===== src/rtl/recip_est_pkg.sv =====
// Package for the reciprocal estimate unit.
// Holds the index width, the flag type and the constant function
// that computes one table entry during elaboration.
package recip_est_pkg;

    localparam int RCP_IDX_W = 8;

    typedef struct packed {
        logic inv;
        logic dz;
        logic ovf;
        logic unf;
    } rcp_flags_t;

    // Entry k: reciprocal of the midpoint of interval (2^w + k)/2^(w+1),
    // scaled by 2^w and rounded to nearest, with the leading one removed.
    function automatic logic [15:0] rcp_entry(input int w, input int k);
        longint num;
        longint den;
        longint s;
        num = longint'(1) << (2 * w + 3);
        den = 2 * ((longint'(1) << w) + k) + 1;
        s   = (num / den + 1) / 2;
        return 16'(s - (longint'(1) << w));
    endfunction

endpackage


===== src/rtl/recip_lut.sv =====
// Reciprocal lookup table.
// Assumes the index selects an interval of a mantissa in [0.5, 1).
// Returns the fraction bits of the estimate; the implied one is not stored.
module recip_lut
    import recip_est_pkg::*;
#(
    parameter int IDX_W = RCP_IDX_W
) (
    input  logic [IDX_W-1:0] idx,
    output logic [IDX_W-1:0] frac
);
    localparam int DEPTH = 1 << IDX_W;

    logic [IDX_W-1:0] tbl [DEPTH];

    // Fill the table from the constant function
    for (genvar k = 0; k < DEPTH; k++) begin : g_tbl
        localparam logic [15:0] ENTRY = rcp_entry(IDX_W, k);
        assign tbl[k] = ENTRY[IDX_W-1:0];
    end

    // Table read
    always_comb frac = tbl[idx];

endmodule


===== src/rtl/recip_fp_path.sv =====
// Single-precision path of the reciprocal estimate.
// Sorts the operand into its special classes, builds the normal result
// from the table fraction, and reports the exception events of this operation.
// Assumes frac was looked up with operand bits [22:23-IDX_W].
module recip_fp_path
    import recip_est_pkg::*;
#(
    parameter int IDX_W = RCP_IDX_W
) (
    input  logic [31:0]      op,
    input  logic [IDX_W-1:0] frac,
    output logic [31:0]      res,
    output rcp_flags_t       flg
);
    localparam int          MANT_W   = 23;
    localparam int          PAD_W    = MANT_W - IDX_W;
    localparam logic [7:0]  EXP_MAX  = 8'hFF;
    localparam logic [7:0]  EXP_BASE = 8'd253;
    localparam logic [31:0] QNAN     = 32'h7FC0_0000;

    logic              sgn;
    logic [7:0]        ex;
    logic [MANT_W-1:0] man;

    assign sgn = op[31];
    assign ex  = op[30:23];
    assign man = op[22:0];

    // Pick the result and this operation's flags by operand class
    always_comb begin
        flg = '0;
        res = {sgn, 8'(EXP_BASE - ex), frac, {PAD_W{1'b0}}};
        if (ex == EXP_MAX && man != '0) begin
            res     = QNAN;
            flg.inv = ~man[MANT_W-1];
        end else if (ex == EXP_MAX) begin
            res = {sgn, 31'd0};
        end else if (ex == 8'd0) begin
            res = {sgn, EXP_MAX, {MANT_W{1'b0}}};
            if (man == '0) flg.dz  = 1'b1;
            else           flg.ovf = 1'b1;
        end else if (ex >= EXP_BASE) begin
            res     = {sgn, 31'd0};
            flg.unf = 1'b1;
        end
    end

endmodule


===== src/rtl/recip_uint_path.sv =====
// Unsigned fixed-point path of the reciprocal estimate.
// Assumes frac was looked up with operand bits [30:31-IDX_W].
// An operand below one half saturates to all ones.
module recip_uint_path #(
    parameter int IDX_W = 8
) (
    input  logic             op_msb,
    input  logic [IDX_W-1:0] frac,
    output logic [31:0]      res
);
    localparam int PAD_W = 31 - IDX_W;

    // Saturate or place the estimate below a forced top bit
    always_comb begin
        if (!op_msb) res = 32'hFFFF_FFFF;
        else         res = {1'b1, frac, {PAD_W{1'b0}}};
    end

endmodule


===== src/rtl/recip_est.sv =====
// Reciprocal estimate unit, top level.
// Selects the table index by mode and shares one table between both paths.
// Registers the result and the valid strobe with one clock of latency, and
// accumulates sticky flags. Synchronous active-low reset.
module recip_est
    import recip_est_pkg::*;
#(
    parameter int IDX_W = RCP_IDX_W
) (
    input  logic        clk,
    input  logic        rst_n,
    input  logic        valid_in,
    input  logic        mode_uint,
    input  logic [31:0] operand,
    output logic        valid_out,
    output logic [31:0] result,
    output logic        flag_invalid,
    output logic        flag_divzero,
    output logic        flag_overflow,
    output logic        flag_underflow
);
    logic [IDX_W-1:0] lut_idx;
    logic [IDX_W-1:0] lut_frac;
    logic [31:0]      fp_res;
    logic [31:0]      u_res;
    rcp_flags_t       fp_flg;
    rcp_flags_t       sticky_q;

    // Index: fraction bits below the hidden one (float) or below bit 31 (unsigned)
    always_comb begin
        if (mode_uint) lut_idx = operand[30:31-IDX_W];
        else           lut_idx = operand[22:23-IDX_W];
    end

    recip_lut #(.IDX_W(IDX_W)) u_lut (
        .idx  (lut_idx),
        .frac (lut_frac)
    );

    recip_fp_path #(.IDX_W(IDX_W)) u_fp (
        .op   (operand),
        .frac (lut_frac),
        .res  (fp_res),
        .flg  (fp_flg)
    );

    recip_uint_path #(.IDX_W(IDX_W)) u_uint (
        .op_msb (operand[31]),
        .frac   (lut_frac),
        .res    (u_res)
    );

    // Output register, valid pipeline and sticky flag accumulation
    always_ff @(posedge clk) begin
        if (!rst_n) begin
            valid_out <= 1'b0;
            result    <= '0;
            sticky_q  <= '0;
        end else begin
            valid_out <= valid_in;
            if (valid_in) begin
                result <= mode_uint ? u_res : fp_res;
                if (!mode_uint) sticky_q <= sticky_q | fp_flg;
            end
        end
    end

    assign flag_invalid   = sticky_q.inv;
    assign flag_divzero   = sticky_q.dz;
    assign flag_overflow  = sticky_q.ovf;
    assign flag_underflow = sticky_q.unf;

endmodule


===== config.mk =====
export PLATFORM = sky130hd
export DESIGN_NAME = recip_est
export DESIGN_NICKNAME = d
export VERILOG_FILES = /design/src/rtl/recip_est_pkg.sv /design/src/rtl/recip_lut.sv /design/src/rtl/recip_fp_path.sv /design/src/rtl/recip_uint_path.sv /design/src/rtl/recip_est.sv
export SDC_FILE = /design/constraint.sdc
export NUM_CORES = 1
export LEC_CHECK = 0
export CORE_ASPECT_RATIO = 0.5
export CORE_UTILIZATION = 45
export DETAILED_ROUTE_END_ITERATION = 7
export HOLD_SLACK_MARGIN = 0.1
export PLACE_DENSITY = 0.79
export SLEW_MARGIN = 20
export SYNTH_ARGS = -nofsm -noshare
export SYNTH_HDL_FRONTEND = slang
export SYNTH_SLANG_ARGS = --single-unit
export TNS_END_PERCENT = 10

===== constraint.sdc =====
create_clock -name clk -period 4.7 [get_ports clk]
set_input_delay 0.94 -clock clk [delete_from_list [all_inputs] [get_ports clk]]
set_output_delay 0.94 -clock clk [all_outputs]
set_load 0.02 [all_outputs]

### After elaboration in Yosys (flattened, before gate mapping)

Memory sizes are Yosys's and may differ from the RTL's.
Index checks and enable logic that the tools add are counted.

| word-level totals | value |
|---|---|
| register bits | 37 |
| ROM bits | 2,048 |
| input port bits | 36 |
| output and inout port bits | 37 |
| logic and storage cells | 37 |
| memories kept | 1 |

| cells by class | value |
|---|---|
| $add $sub $neg | 1 |
| magnitude comparators | 2 |
| equality and inequality tests | 1 |
| mux-type cells | 17 |
| bitwise gates (word level) | 4 |
| reductions and logical operators | 5 |

Memory list:

| memory | words | width | read ports | clocked after Yosys merged registers in | wr ports | RTL line | RTL |
|---|---|---|---|---|---|---|---|
| (name not given) | 256 | 8 | 1 | 0 | 0 | recip_lut.sv:23 | `always_comb frac = tbl[idx];` |

Operators with widths:

| operator | number |
|---|---|
| $mux W31 | 4 |
| $mux W32 | 2 |
| $mux W8 | 3 |
| $logic_not A23 Y1 | 1 |
| $reduce_bool A23 Y1 | 1 |
| $ge A9 B9 Y1 const B | 1 |
| $not A8 Y9 | 1 |
| $eq A8 B8 Y1 const B | 1 |
| $ge A8 B8 Y1 const B | 1 |
| $logic_not A8 Y1 | 1 |
| $sub A8 B8 Y8 const A | 1 |
| $mux W3 | 2 |
| $mux W1 | 5 |
| $or A4 B4 Y4 | 1 |
| $mux W2 | 1 |
| $not A1 Y1 | 2 |
| $reduce_and A2 Y1 | 1 |
| $logic_and A1 B1 Y1 | 1 |

### Logic depth before layout (Yosys ltp)

| depth | value |
|---|---|
| depth after elaboration | 10 |
| mapped depth | 11 |

### Cells and area by module

Synthesis repeated with hierarchy kept, for this count alone.

| second synthesis, totals | value |
|---|---|
| cell total of the unflattened synthesis | 582 |
| area total of the unflattened synthesis | 4,459.3 µm² |

Modules (own cells, without submodules):

| module | times used | cells an instance | area each (µm²) | seq. area each (µm²) |
|---|---|---|---|---|
| recip_lut | 1 | 303 | 1,931.9 | 0.0 |
| recip_est | 1 | 166 | 1,676.6 | 740.7 |
| recip_fp_path | 1 | 80 | 620.6 | 0.0 |
| recip_uint_path | 1 | 33 | 230.2 | 0.0 |

### Worst setup path after synthesis

No wires, ideal clock.

| timing path | value |
|---|---|
| path type | input -> register |
| start | input port mode_uint |
| end | register result[16] |
| setup time | 0.117 ns |
| arrival | 3.045 ns |
| path slack | 1.538 ns |
| stages | 11 |
| path buffers | 3 |
| cell sequence | buf_6 > mux2i_4 > buf_6 > buf_2 > ha_1 > nor4_1 > a31oi_1 > and4_1 > o21ai_1 > nand4_1 > a32o_1 |

| on the way | value |
|---|---|
| cells in the longest elaborated chain, start to end | 10 |

Ends and longest elaborated chain:

| what | RTL line | RTL |
|---|---|---|
| from (decl) | recip_est.sv:13 | `input logic mode_uint,` |
| $mux W8 | recip_est.sv:31 | `if (mode_uint) lut_idx = operand[30:31-IDX_W];` |
| $not A8 Y9 (implied by the code) | recip_lut.sv:23 |  |
| $mem_v2 Z256 W8 | - |  |
| $mux W8 (implied by the code) (2 in series) | recip_lut.sv:23 |  |
| $mux W31 | recip_fp_path.sv:42 | `end else if (ex >= EXP_BASE) begin` |
| $mux W31 | recip_fp_path.sv:38 | `end else if (ex == 8'd0) begin` |
| $mux W31 | recip_fp_path.sv:36 | `end else if (ex == EXP_MAX) begin` |
| $mux W32 | recip_fp_path.sv:33 | `if (ex == EXP_MAX && man != '0) begin` |
| $mux W32 * | recip_est.sv:62 | `result <= mode_uint ? u_res : fp_res;` |
| to (signal assigned) | recip_est.sv:62 |  |
| to (decl) | recip_est.sv:16 | `output logic [31:0] result,` |

Mark *: on every way between the ends. The rest lies on a longest branch, timed or not. The select of a mux whose other input is x is not followed.
A chain may end at the register's enable or synchronous reset.

### Worst setup path after layout

| timing path | value |
|---|---|
| start | input port mode_uint |
| end | register result[25] |

| on the way | value |
|---|---|
| cells in the longest elaborated chain, start to end | 7 |

Ends and longest elaborated chain:

| what | RTL line | RTL |
|---|---|---|
| $mux W8 | recip_est.sv:31 |  |
| $not A8 Y9 (implied by the code) | recip_lut.sv:23 |  |
| $mem_v2 Z256 W8 | - |  |
| $mux W8 (implied by the code) (2 in series) | recip_lut.sv:23 |  |
| $mux W31 | recip_uint_path.sv:15 | `if (!op_msb) res = 32'hFFFF_FFFF;` |
| $mux W32 * | recip_est.sv:62 |  |

Marked as above.

==> metrics.md <==
| Metric | Value |
|---|---|
| Max Slew Vio Count | `0` |
| FF-to-FF Start | `result[14]` |
| Max-slew headroom | `0.462` |
| Sequential area share after synthesis | `0.135` |
| Post-synth top area cell | `dfxtp_1` |
| CTS tree | `yes` |
| Skew final | `0 ns` |
| DRC viols | `12` |
| Cts hold-fix bufs | `0` |
| Vias per inst | `between 6 and 7` |
| Avg Inst Size Synth | `approximately 7.3 um2` |
| Total Wirelength | `around 11000 um` |
| Initial antenna violation count | `0` |
| Max-Cap Viols | `0` |
| Vias in the first global route | `about 3600` |
| Tmin final | `slightly above 4 ns` |
| Die width | `125 um` |
| Starting Density | `0.488` |
| Hold Violations, Final | `0` |
| Placement Rows | `21` |
| Area of all sequential standard cells | `460 um2` |
| Number of synthesized flops with an enable pin | `0` |
| Core area | `6990 um2` |
| Async S/R FF share, synth | `0` |
| Ys Warns | `0` |
| CTS sink cnt | `23` |
| Failing checks | `DRC` |
| Most used DFF post-synth | `dfxtp_1` |
| Via count | `roughly 4000` |
| Gpl congestion | `just over 1` |
| DR iter-0 viols | `~750` |
| H-tree levels | `1` |
| Peak VDD IR | `between 0.1 and 0.15 mV` |
| Outcome | `finished, violations left` |
| Placed Cells | `586` |
| TritonCTS Buffers | `3` |
| Die H | `approximately 64 um` |
| Root Buffer | `clkbuf_16` |
| Hold_sp | `flag_underflow` |
| Skew-Pair Late Insertion Delay | `0.26 ns` |
| RSZ-0062 raised after global routing | `no` |
| # fillers | `654` |
| Pin count of the biggest net entering global routing | `37` |
| Largest cells by area after synthesis | `dfxtp_1 (14%), nand2_1 (5.7%), a21oi_1 (5.1%)` |
| Worst-Margin Slew | `roughly 0.80 ns` |
| Full die area | `around 8000 um2` |
| # diodes | `0` |
| Clock-pin transition on the worst setup and hold timing paths | `0.06 ns` |
| I/O Buffers | `72` |
| Fmax | `about 250 MHz` |
| Worst-path maximum fanout | `13` |
| Setup violations, final | `0` |
| Register-to-Register Path Depth | `2` |
| Boundary Pins | `73` |
| Setup CP Type | `input port to register` |
| Hold EP | `flag_underflow` |
| Routed length per instance | `~19 um` |
| Worst EP arrival | `slightly above 4 ns` |
| Area of the multi-input gates | `2520 um2` |
| Reg2reg end | `result[14]` |
| Reg2reg setup slack | `between 3 and 4 ns` |
| Worst Hold Depth | `1` |
| Unique masters post-synth | `77` |
| Leak | `0.00141 uW` |
| Fraction of layout cells with a size suffix above 1 | `0.102` |
| Required @ worst endpoint | `roughly 4.8 ns` |
| Final period util | `0.857` |
| Mapped Area | `3410 um2` |
| TritonRoute pass-1 iters | `8` |
| Fin cells | `590` |
| Mapped Cells | `466` |
| Crit. End Element | `register` |
| Grt total ovfl | `0` |
| Setup_tns | `0 ns` |
| Hpwl dp | `around 8000 um` |
| Top cell type's share of synthesized area | `0.135` |
| Longest Clk Path Bufs | `2` |
| Synthesized net count | `513` |
| Worst Hold Class | `register to register` |
| Post-CTS Setup Inserts | `0` |
| Total track usage | `0.273` |
| PwrDens | `~210 nW/um2` |
| Global-route wire length before repair | `between 15000 and 20000 um` |
| Setup WS pre-CTS | `about 0.51 ns` |
| Area delta synth->final | `18.8%` |
| Critical Path Source Type | `input port` |
| PnR worst setup slack | `0.674 ns` |
| Number of synthesized register bits | `23` |
| Nets@finish | `roughly 550` |
| Final ANT Viol Nets | `0` |
| PostCTS Resize Cnt | `0` |
-- kinds of logic (layout without fill, tap and decap cells) --
logic type | after synthesis | in the layout | share of synthesized area
simple gates | 152 | 152 | 0.215
flops | 23 | 23 | 0.135
mux | 23 | 23 | 0.0976
buf+inv | 70 | 102 | 0.125
compound gates | 179 | 179 | 0.367
fa+ha+maj | 11 | 11 | 0.0404
xor+xnor | 8 | 8 | 0.0206
-- cells in the final DEF (no fill, tap or decap), drive strengths merged, types with 4 or more instances in the layout --
master,count
dfxtp,23
a221oi,4
clkdlybuf4s50,72
nand3,17
a211oi,10
ha,11
o22ai,9
o211ai,9
nand4,6
and2,7
inv,12
o2111ai,6
a311oi,6
nor2b,5
a41oi,4
mux2,6
a21oi,36
nor3,6
buf,14
nor2,36
o21ai,38
o21a,6
o221ai,4
o311ai,6
nand2,53
mux2i,16
xnor2,5
a31oi,11
nor4,9
-- worst max-delay path by stage --
stage,from,endpoint,cells past startpoint
floorplan,mode_uint,result[16],11
global placement,mode_uint,result[28],10
detailed placement,mode_uint,result[25],10
CTS,mode_uint,result[25],10
global route,mode_uint,result[17],10
finish,mode_uint,result[25],10
-- per-layer routing --
metal / vias to the layer above / track usage / wire [um]
met3: 34 / 0.0391 / 1180
met4: 0 / 0.0640 / 194
met5: - / 0 / 0
li1: 1824 / - / -
met2: 297 / 0.441 / 4780
met1: 1816 / 0.382 / 4770
-- per-stage QoR --
| step | instance area (um2) | util | hold slack [ns] | power, uW |
|---|---|---|---|---|
| after global placement | 3970 | 0.568 | 0.446 | 665 |
| final | 4050 | 0.580 | 0.467 | 865 |
| after floorplan | 3410 | - | 0.577 | 537 |
| after global routing | 4050 | 0.580 | 0.490 | 912 |
| after CTS | 4050 | 0.580 | 0.468 | 850 |
| after detailed placement | 3970 | 0.568 | 0.454 | 666 |
-- state kept, by name, summed over array words and instances (netlist names) --
name,count
flag_divzero,1
flag_invalid,1
flag_overflow,1
flag_underflow,1
result,18
valid_out,1
-- synth_stat cells, drive strengths merged (7+ instances only) --
| cell type | n |
|---|---|
| nor4 | 9 |
| inv | 12 |
| nand2 | 53 |
| o21ai | 38 |
| nor2 | 36 |
| o211ai | 9 |
| a211oi | 10 |
| nand3 | 17 |
| a21oi | 36 |
| ha | 11 |
| o22ai | 9 |
| a31oi | 11 |
| dfxtp | 23 |
| clkbuf | 17 |
| and2 | 7 |
| mux2i | 16 |
| buf | 41 |
-- report_power, final --
part,internal [uW],switching (uW)
Sequential,209,8.77
Combinational,187,273
Clock,115,72.5
-- worst max-delay path, cell delays in order --
cell             delay, ns
clkdlybuf4s50_1       0.76
mux2i_4               0.47
inv_2                 0.19
ha_1                  0.43
nand2_1               0.19
o211ai_1              0.12
a311oi_1              0.30
a2111oi_1             0.09
o31ai_1               0.51
o21ai_1               0.14
-- final cells by class --
class | count | area share
clock buffer | 3 | 0.0185
timing repair buffer | 86 | 0.204
sequential | 23 | 0.114
inverter | 12 | 0.0117
multi-input combinational | 373 | 0.623
tap | 92 | 0.0284
clock inverter | 1 | 0.00124
Power figures use the tool's default switching activity.
